File: config.mk
export PLATFORM = sky130hd
export DESIGN_NAME = cfghdr_top
export DESIGN_NICKNAME = d
export VERILOG_FILES = /design/src/rtl/cfghdr_pkg.sv /design/src/rtl/cfghdr_ctrl.sv /design/src/rtl/cfghdr_regs.sv /design/src/rtl/cfghdr_rdmux.sv /design/src/rtl/cfghdr_top.sv
export SDC_FILE = /design/constraint.sdc
export NUM_CORES = 1
export LEC_CHECK = 0
export BUFFER_PORTS_ARGS = -buffer_cell sky130_fd_sc_hd__buf_2
export CAP_MARGIN = 5
export CORE_MARGIN = 2
export CORE_UTILIZATION = 30
export CTS_CLUSTER_SIZE = 28
export DETAILED_ROUTE_END_ITERATION = 12
export SYNTH_ARGS = -nofsm -noshare
export SYNTH_HDL_FRONTEND = slang
export SYNTH_SLANG_ARGS = --single-unit
export TNS_END_PERCENT = 20
File: constraint.sdc
create_clock -name clk -period 3.6 [get_ports clk]
set_input_delay 0 -clock clk [delete_from_list [all_inputs] [get_ports clk]]
set_output_delay 0 -clock clk [all_outputs]
set_load 0.03 [all_outputs]
File: src/rtl/cfghdr_pkg.sv
package cfghdr_pkg;

    localparam int CFG_AW = 6;

    typedef enum logic [0:0] {
        ST_PRELOAD = 1'b0,
        ST_ACTIVE  = 1'b1
    } hdr_state_e;

    localparam logic [CFG_AW-1:0] IDX_IDENT  = 6'h00;
    localparam logic [CFG_AW-1:0] IDX_CMDSTA = 6'h01;
    localparam logic [CFG_AW-1:0] IDX_CLASS  = 6'h02;
    localparam logic [CFG_AW-1:0] IDX_HDR    = 6'h03;
    localparam logic [CFG_AW-1:0] IDX_BAR0   = 6'h04;
    localparam logic [CFG_AW-1:0] IDX_SUBSYS = 6'h0B;
    localparam logic [CFG_AW-1:0] IDX_INTR   = 6'h0F;

    function automatic logic [31:0] be_merge(input logic [31:0] old_w,
                                             input logic [31:0] new_w,
                                             input logic [3:0]  be);
        logic [31:0] res;
        for (int b = 0; b < 4; b++) begin
            res[b*8 +: 8] = be[b] ? new_w[b*8 +: 8] : old_w[b*8 +: 8];
        end
        return res;
    endfunction

endpackage

File: src/rtl/cfghdr_ctrl.sv
module cfghdr_ctrl
    import cfghdr_pkg::*;
(
    input  logic clk,
    input  logic rst_n,
    input  logic ld_done,
    input  logic ld_we,
    input  logic cfg_wr,
    input  logic cfg_rd,
    output logic ready,
    output logic wr_ok,
    output logic rd_ok,
    output logic ld_ok
);

    hdr_state_e state_q, state_d;

    // state register; RESET_ENTRY forces ST_PRELOAD
    always_ff @(posedge clk or negedge rst_n) begin
        if (!rst_n) state_q <= ST_PRELOAD;
        else        state_q <= state_d;
    end

    // next state: PRELOAD_DONE is the only transition
    always_comb begin
        state_d = state_q;
        unique case (state_q)
            ST_PRELOAD: if (ld_done) state_d = ST_ACTIVE;
            ST_ACTIVE:  state_d = ST_ACTIVE;
            default:    state_d = ST_PRELOAD;
        endcase
    end

    // access qualification per state
    always_comb begin
        ready = 1'b0;
        wr_ok = 1'b0;
        rd_ok = 1'b0;
        ld_ok = 1'b0;
        unique case (state_q)
            ST_PRELOAD: ld_ok = ld_we;
            ST_ACTIVE: begin
                ready = 1'b1;
                wr_ok = cfg_wr;
                rd_ok = cfg_rd;
            end
            default: ;
        endcase
    end

endmodule

File: src/rtl/cfghdr_regs.sv
module cfghdr_regs
    import cfghdr_pkg::*;
#(
    parameter int BAR_LSB = 12
) (
    input  logic                  clk,
    input  logic                  rst_n,
    input  logic                  wr_ok,
    input  logic                  ld_ok,
    input  logic                  ld_sel,
    input  logic [31:0]           ld_data,
    input  logic [CFG_AW-1:0]     addr,
    input  logic [3:0]            be,
    input  logic [31:0]           wdata,
    input  logic                  par_err_evt,
    input  logic                  sys_err_evt,
    input  logic                  tabort_evt,
    output logic [31:0]           id_word,
    output logic [31:0]           sub_word,
    output logic [15:0]           cmd_word,
    output logic [15:0]           sta_word,
    output logic [31:BAR_LSB]     bar_base,
    output logic [7:0]            int_line
);

    localparam logic [BAR_LSB-1:0] BAR_ZERO = '0;

    logic cmd_serr_q, cmd_perr_q, cmd_mem_q;
    logic sta_perr_q, sta_serr_q, sta_tabt_q;
    logic hit_cmdsta, hit_bar, hit_intr;
    logic clr_byte;
    logic [31:0] bar_merged;

    assign hit_cmdsta = wr_ok && (addr == IDX_CMDSTA);
    assign hit_bar    = wr_ok && (addr == IDX_BAR0);
    assign hit_intr   = wr_ok && (addr == IDX_INTR);
    assign clr_byte   = hit_cmdsta && be[3];
    assign bar_merged = be_merge({bar_base, BAR_ZERO}, wdata, be);

    // identity words: written only by the loader
    always_ff @(posedge clk or negedge rst_n) begin
        if (!rst_n) begin
            id_word  <= '0;
            sub_word <= '0;
        end else if (ld_ok) begin
            if (ld_sel) sub_word <= ld_data;
            else        id_word  <= ld_data;
        end
    end

    // command enables
    always_ff @(posedge clk or negedge rst_n) begin
        if (!rst_n) begin
            cmd_serr_q <= 1'b0;
            cmd_perr_q <= 1'b0;
            cmd_mem_q  <= 1'b0;
        end else if (hit_cmdsta) begin
            if (be[0]) begin
                cmd_perr_q <= wdata[6];
                cmd_mem_q  <= wdata[1];
            end
            if (be[1]) cmd_serr_q <= wdata[8];
        end
    end

    // sticky error status, write one to clear, set wins
    always_ff @(posedge clk or negedge rst_n) begin
        if (!rst_n) begin
            sta_perr_q <= 1'b0;
            sta_serr_q <= 1'b0;
            sta_tabt_q <= 1'b0;
        end else begin
            sta_perr_q <= par_err_evt | (sta_perr_q & ~(clr_byte & wdata[31]));
            sta_serr_q <= sys_err_evt | (sta_serr_q & ~(clr_byte & wdata[30]));
            sta_tabt_q <= tabort_evt  | (sta_tabt_q & ~(clr_byte & wdata[27]));
        end
    end

    // base address and interrupt line
    always_ff @(posedge clk or negedge rst_n) begin
        if (!rst_n) begin
            bar_base <= '0;
            int_line <= '0;
        end else begin
            if (hit_bar)          bar_base <= bar_merged[31:BAR_LSB];
            if (hit_intr && be[0]) int_line <= wdata[7:0];
        end
    end

    assign cmd_word = {7'b0, cmd_serr_q, 1'b0, cmd_perr_q, 4'b0, cmd_mem_q, 1'b0};
    assign sta_word = {sta_perr_q, sta_serr_q, 2'b0, sta_tabt_q, 3'b0, 1'b1, 7'b0};

endmodule

File: src/rtl/cfghdr_rdmux.sv
module cfghdr_rdmux
    import cfghdr_pkg::*;
#(
    parameter int          BAR_LSB    = 12,
    parameter logic [23:0] CLASS_CODE = 24'h070002,
    parameter logic [7:0]  REV_ID     = 8'h01,
    parameter logic [7:0]  INT_PIN    = 8'h01
) (
    input  logic [CFG_AW-1:0] addr,
    input  logic [31:0]       id_word,
    input  logic [31:0]       sub_word,
    input  logic [15:0]       cmd_word,
    input  logic [15:0]       sta_word,
    input  logic [31:BAR_LSB] bar_base,
    input  logic [7:0]        int_line,
    output logic [31:0]       rd_word
);

    localparam logic [BAR_LSB-1:0] BAR_ZERO = '0;

    always_comb begin
        rd_word = '0;
        unique case (addr)
            IDX_IDENT:  rd_word = id_word;
            IDX_CMDSTA: rd_word = {sta_word, cmd_word};
            IDX_CLASS:  rd_word = {CLASS_CODE, REV_ID};
            IDX_BAR0:   rd_word = {bar_base, BAR_ZERO};
            IDX_SUBSYS: rd_word = sub_word;
            IDX_INTR:   rd_word = {16'h0, INT_PIN, int_line};
            default:    rd_word = '0;
        endcase
    end

endmodule

File: src/rtl/cfghdr_top.sv
module cfghdr_top
    import cfghdr_pkg::*;
#(
    parameter int          BAR_LSB    = 12,
    parameter logic [23:0] CLASS_CODE = 24'h070002,
    parameter logic [7:0]  REV_ID     = 8'h01,
    parameter logic [7:0]  INT_PIN    = 8'h01
) (
    input  logic              clk,
    input  logic              rst_n,
    input  logic [5:0]        cfg_addr,
    input  logic [3:0]        cfg_be,
    input  logic [31:0]       cfg_wdata,
    input  logic              cfg_wr,
    input  logic              cfg_rd,
    output logic [31:0]       cfg_rdata,
    output logic              cfg_rvalid,
    output logic              cfg_ready,
    input  logic              ld_we,
    input  logic              ld_sel,
    input  logic [31:0]       ld_data,
    input  logic              ld_done,
    input  logic              par_err_evt,
    input  logic              sys_err_evt,
    input  logic              tabort_evt,
    input  logic [31:BAR_LSB] mem_addr_hi,
    output logic              mem_hit,
    output logic              serr_en,
    output logic              perr_en
);

    logic wr_ok, rd_ok, ld_ok;
    logic [31:0] id_word, sub_word, rd_word;
    logic [15:0] cmd_word, sta_word;
    logic [31:BAR_LSB] bar_base;
    logic [7:0] int_line;

    cfghdr_ctrl u_ctrl (
        .clk     (clk),
        .rst_n   (rst_n),
        .ld_done (ld_done),
        .ld_we   (ld_we),
        .cfg_wr  (cfg_wr),
        .cfg_rd  (cfg_rd),
        .ready   (cfg_ready),
        .wr_ok   (wr_ok),
        .rd_ok   (rd_ok),
        .ld_ok   (ld_ok)
    );

    cfghdr_regs #(.BAR_LSB(BAR_LSB)) u_regs (
        .clk         (clk),
        .rst_n       (rst_n),
        .wr_ok       (wr_ok),
        .ld_ok       (ld_ok),
        .ld_sel      (ld_sel),
        .ld_data     (ld_data),
        .addr        (cfg_addr),
        .be          (cfg_be),
        .wdata       (cfg_wdata),
        .par_err_evt (par_err_evt),
        .sys_err_evt (sys_err_evt),
        .tabort_evt  (tabort_evt),
        .id_word     (id_word),
        .sub_word    (sub_word),
        .cmd_word    (cmd_word),
        .sta_word    (sta_word),
        .bar_base    (bar_base),
        .int_line    (int_line)
    );

    cfghdr_rdmux #(
        .BAR_LSB    (BAR_LSB),
        .CLASS_CODE (CLASS_CODE),
        .REV_ID     (REV_ID),
        .INT_PIN    (INT_PIN)
    ) u_rdmux (
        .addr     (cfg_addr),
        .id_word  (id_word),
        .sub_word (sub_word),
        .cmd_word (cmd_word),
        .sta_word (sta_word),
        .bar_base (bar_base),
        .int_line (int_line),
        .rd_word  (rd_word)
    );

    // registered read return
    always_ff @(posedge clk or negedge rst_n) begin
        if (!rst_n) begin
            cfg_rdata  <= '0;
            cfg_rvalid <= 1'b0;
        end else begin
            cfg_rvalid <= rd_ok;
            if (rd_ok) cfg_rdata <= rd_word;
        end
    end

    assign mem_hit = cmd_word[1] && (mem_addr_hi == bar_base);
    assign serr_en = cmd_word[8];
    assign perr_en = cmd_word[6];

endmodule

### Word-level counts from Yosys, hierarchy flattened

Index checks and enable logic that the tools add are counted.

| cells by class | value |
|---|---|
| equality and inequality tests | 6 |
| multiplexer cells | 7 |
| bitwise operators | 14 |
| reductions and logical operators | 14 |

Operators with widths:

| operator | number |
|---|---|
| 32-bit one-hot mux with 6 select lines | 1 |
| 20-bit == test | 1 |
| 2-bit AND reduction | 7 |
| 6-bit by 4-bit == test with 1-bit output, second input constant | 2 |
| 1-bit AND | 6 |
| 6-bit by 1-bit == test with 1-bit output, second input constant | 1 |
| 6-bit by 2-bit == test with 1-bit output, second input constant | 1 |
| 6-bit by 3-bit == test with 1-bit output, second input constant | 1 |
| 1-bit logical AND | 6 |
| 6-bit zero test | 1 |
| 1-bit 2-to-1 mux | 5 |
| 1-bit inverter | 5 |
| 1-bit bitwise OR | 3 |
| 1-bit one-hot mux with 2 select lines | 1 |

| word-level totals | value |
|---|---|
| flip-flop bits (word level) | 132 |
| output and inout port bits | 37 |

### Logic depth before layout (Yosys ltp)

| logic depth | value |
|---|---|
| word-level depth | 7 |
| gate-level depth with buffers | 8 |
| depth with buffers taken out | 5 |

### Modules after synthesis

A second synthesis with hierarchy kept.

| second synthesis, totals | value |
|---|---|
| cells, all modules | 490 |
| area total of the unflattened synthesis | 6556.3 um^2 |

Modules (own cells, without submodules):

| module | times used | cells an instance | area an instance (um^2) | seq. area each (um^2) |
|---|---|---|---|---|
| cfghdr_regs | 1 | 257 | 3972.6 | 2452.4 |
| cfghdr_top | 1 | 96 | 1428.9 | 825.8 |
| cfghdr_rdmux | 1 | 132 | 1102.3 | 0.0 |
| cfghdr_ctrl | 1 | 5 | 52.6 | 25.0 |

### Worst setup path before layout

No wires, ideal clock.

| timing | value |
|---|---|
| path kind | register to output |
| from | register u_regs.bar_base[27] in the netlist's numbering |
| to | output port mem_hit |
| arrival time | 1859 ps |
| data required time | 3600 ps |
| setup slack | 1741 ps |
| cell stages (with the launch flop) | 5 |
| path buffers | 0 |
| cells stage by stage | dfrtp_1 > xor2_1 > nor4_1 > nand4_1 > nor4_1 |

| on the way | value |
|---|---|
| cells in the longest elaborated chain, start to end | 2 |

Ends and longest elaborated chain:

| what | line | text |
|---|---|---|
| start, declared | cfghdr_regs.sv:22 | `output logic [31:BAR_LSB] bar_base,` |
| start signal, assigned | cfghdr_regs.sv:85 | `if (hit_bar) bar_base <= bar_merged[31:BAR_LSB];` |
| 20-bit == test | cfghdr_top.sv:99 | `assign mem_hit = cmd_word[1] && (mem_addr_hi == bar_base);` |
| 1-bit logical AND | cfghdr_top.sv:99 |  |
| end, declared | cfghdr_top.sv:27 | `output logic mem_hit,` |

Every way passes these cells.

### Worst setup path after layout

| timing | value |
|---|---|
| from | register u_ctrl.state_q |
| to | register u_regs.sub_word[4] |

| on the way | value |
|---|---|
| cells in the longest elaborated chain, start to end | 2 |

Ends and longest elaborated chain:

| what | line | text |
|---|---|---|
| start, declared | cfghdr_ctrl.sv:16 | `hdr_state_e state_q, state_d;` |
| start signal, assigned | cfghdr_ctrl.sv:21 | `else state_q <= state_d;` |
| 1-bit 2-to-1 mux | cfghdr_ctrl.sv:40 | `unique case (state_q)` |
| 2-bit AND reduction (no source line) | -- |  |
| end signal, assigned | cfghdr_regs.sv:46 | `if (ld_sel) sub_word <= ld_data;` |
| end, declared | cfghdr_regs.sv:19 | `output logic [31:0] sub_word,` |

Every way passes these cells.
A chain may end at the register's enable or synchronous reset.

==> flow_summary_export.csv <==
group,metric,value,unit
cts,h-tree-depth,4,
drt,drt-pass1-iter-count,5,
setup_path,sort_of_element_at_the_end_of_the_critical_path,"register",
die,die_area,20600,um^2
sta,final_period_minus_worst_setup_slack,2.21,ns
layout,final_antenna_diode_count,0,
hold_path,worstHoldPathType,"primary input to register",
die,fp.coreArea,19300,um^2
die,num_rows,51,
setup_path,cells_along_the_critical_path,"nand3b_1 -> buf_4 -> mux2_2",
pwr,power.static_leakage,3.82,nW
global_routing,global_route.overflow_total,0,
yosys,synth-seq-cells,132,
layout,final_nets,751,
drt,route.final.wire_length,16900,um
yosys,ys.warnings.count,0,
cts,cts.hold.buffers_added,72,
setup_path,worstPathArrival,2.51,ns
setup_path,crit_required,3.90,ns
sta,total_count_of_max_transition_violations_in_the_final_report,0,
setup_path,path_max_fanout,17,
sta,tns,0,ns
yosys,post_synth_main_area_contributors,"sky130_fd_sc_hd__dfrtp_1 (56%), sky130_fd_sc_hd__mux2_2 (12%), sky130_fd_sc_hd__mux2_1 (6.0%)",
yosys,postSynth.asyncResetShare,100,%
global_routing,antenna_violations_before_repair,0,
drt,ant_nets,0,
place,place.port_buffers,137,
sta,final_report_setup_violation_count,0,
setup_path,criticalPathCategory,"register to register",
sta,tightest_slew,1.06,ns
global_routing,grt_pass1_wl,26000,um
cts,clockRootBuffer,"sky130_fd_sc_hd__clkbuf_16",
layout,flow.area_growth_from_synthesis,38.3,%
drt,detail_route.wl_per_cell,18.3,um
cts,post_cts_resize_count,0,
yosys,synth_nets,546,
pwr,peakVddDrop,0.000289,V
sta,max_slew_headroom,29.2,%
cts,clock_latency,0.41,ns
yosys,synthesis.area,5850,um^2
layout,layout-drive-gt1-share,37.5,%
global_routing,grt_pass1_vias,4779,
cts,cts.repair_timing.setup_buffer_count,0,
place,place.detailed.instances,821,
yosys,synth_enable_flop_cells,0,
yosys,synth_largest_area_cell,"sky130_fd_sc_hd__dfrtp_1",
sta,timing.fmax,453,MHz
sta,rsz0062_at_grt,"no",
sta,layout_worst_path_cycle_share,61.3,%
job,maxCapViolCount,0,
place,post-dp-hpwl,11500,um
layout,layout_common_cells,"sky130_fd_sc_hd__buf_2 (136), sky130_fd_sc_hd__dfrtp_1 (132), sky130_fd_sc_hd__dlygate4sd3_1 (72)",
yosys,synth_top_flop_cell,"sky130_fd_sc_hd__dfrtp_1",
drt,route.vias.total,4491,
die,floorplan.die.width,144,um
yosys,synthDominantCellAreaShare,56.4,%
global_routing,grt_use_total,16.8,%
setup_path,worst_path_largest_cell_delay,0.81,ns
layout,num-fill-cells,1836,
setup_path,slowest_stage,"sky130_fd_sc_hd__nand3b_1",
yosys,ys_types,44,
yosys,synthesis.area_per_instance,13.2,um^2
die,die_h,144,um
yosys,syn-instance-count,442,
setup_path,cp-start-kind,"register",
die,initial_utilization,30.4,%
cts,clock_pin_transition_on_the_worst_setup_and_hold_timing_paths,0.06,ns
drt,number_of_drc_markers_in_iteration_0,286,
pwr,power_per_cell_area,467,nW/um^2
place,gp_congestion,0.768,
outcome,status,"complete, no violations",
yosys,yosysSeqAreaShare,56.4,%
sta,report.final.hold_viol_count,0,
drt,drt_drc_violations_left,0,
layout,layout_commonest_cell,"sky130_fd_sc_hd__buf_2",
global_routing,pin_count_of_the_biggest_net_entering_global_routing,69,
layout,fin_cells,924,
cts,cts.path.max_buffers,2,
cts,clkSinkCount,132,
cts,numCtsBuffers,17,
die,io-pin-count,141,
sta,clock-skew-final,0.00509,ns
sta,holdWs,0.0337,ns
cts,tritoncts,"built",
drt,detail_route.vias_per_cell,4.86,
## cell families after synthesis
family	synth area share, %
and+or+nand+nor	6.37
xor gates and xnor gates	2.99
AOI/OAI and AO/OA	11.1
DFF	56.4
buffers and inverters	3.14
muxes	20.0
## area by class of cell
type	instances	area, um^2	area share [%]
Sequential cell	132	3300	40.8
Multi-Input combinational cell	279	2370	29.3
Clock buffer	19	453	5.60
Clock inverter	12	155	1.92
Inverter	1	3.75	0.0464
Tap cell	265	332	4.10
Timing Repair Buffer	216	1470	18.2
## where the power goes
group          internal [mW]  leakage [nW]  switching [mW]  total, mW
Combinational          0.192          1.78           0.168      0.360
Sequential              1.58          1.75          0.0651       1.65
Clock                   1.12         0.295           0.652       1.77
## metrics by stage
stage,setup slack (ns),area [um^2],util [%],power [mW]
2_1_floorplan,1.74,5850,-,1.81
5_1_grt,1.24,8090,42.0,3.93
6_report,1.39,8090,42.0,3.78
4_1_cts,1.33,8090,42.0,3.81
3_3_place_gp,1.38,6760,35.1,1.96
3_5_place_dp,1.34,6760,35.1,1.97
## synth_stat cells (2+ instances only)
master and n:
sky130_fd_sc_hd__a21o_1 3, sky130_fd_sc_hd__a21oi_1 31, sky130_fd_sc_hd__a221oi_1 3, sky130_fd_sc_hd__a222oi_1 16
sky130_fd_sc_hd__a22o_1 14, sky130_fd_sc_hd__a22oi_1 2, sky130_fd_sc_hd__a31oi_1 3, sky130_fd_sc_hd__and2_1 2
sky130_fd_sc_hd__and3_1 5, sky130_fd_sc_hd__buf_2 12, sky130_fd_sc_hd__buf_4 4, sky130_fd_sc_hd__buf_6 5
sky130_fd_sc_hd__clkbuf_1 8, sky130_fd_sc_hd__dfrtp_1 132, sky130_fd_sc_hd__mux2_1 31, sky130_fd_sc_hd__mux2_2 64
sky130_fd_sc_hd__mux2i_1 10, sky130_fd_sc_hd__nand2_1 19, sky130_fd_sc_hd__nand3_1 5, sky130_fd_sc_hd__nand4_1 6
sky130_fd_sc_hd__nor2_1 15, sky130_fd_sc_hd__nor4_1 3, sky130_fd_sc_hd__nor4_4 2, sky130_fd_sc_hd__o22ai_1 2
sky130_fd_sc_hd__o2bb2ai_1 8, sky130_fd_sc_hd__xnor2_1 12, sky130_fd_sc_hd__xor2_1 8
## state kept, by name (all words and copies together), names as in the netlist, 8 cells and up
signal           count
u_regs.int_line      8
u_regs.sub_word     32
cfg_rdata           32
u_regs.bar_base     20
u_regs.id_word      32
## path summary, 6_finish.rpt
| kind | from | endpoint | slack [ns] | cells past startpoint |
|---|---|---|---|---|
| worst max-delay path | u_ctrl.state_q$_DFF_PN0_ | u_regs.sub_word[4]$_DFFE_PN0P_ | 1.39 | 3 |
| worst min-delay path | cfg_addr[3] | cfg_rdata[19]$_DFFE_PN0P_ | 0.03 | 4 |
| worst max register to register | u_ctrl.state_q$_DFF_PN0_ | u_regs.sub_word[4]$_DFFE_PN0P_ | 1.39 | 3 |
| worst min register to register | u_regs.int_line[2]$_DFFE_PN0P_ | u_regs.int_line[2]$_DFFE_PN0P_ | 0.49 | 1 |
| max in group asynchronous | rst_n | u_regs.int_line[5]$_DFFE_PN0P_ | 2.45 | 3 |
| min in group asynchronous | rst_n | u_regs.int_line[3]$_DFFE_PN0P_ | 0.24 | 2 |
## worst max-delay path, delay by kind of cell (launching register included)
kind,cells,cell delay [ns]
simple gates,1,0.81
buf+inv,1,0.53
mux,1,0.30
flops,1,0.42
## per-layer routing
| layer | up-vias | part of all wire, % | GRT usage [%] |
|---|---|---|---|
| met1 | 2281 | 42 | 20.1 |
| met5 | - | 0 | 0 |
| met4 | 0 | 1.7 | 6.76 |
| met3 | 23 | 5.1 | 4.37 |
| li1 | 2063 | - | - |
| met2 | 124 | 51 | 28.7 |
Note: power is estimated with default switching activity, not from simulation.
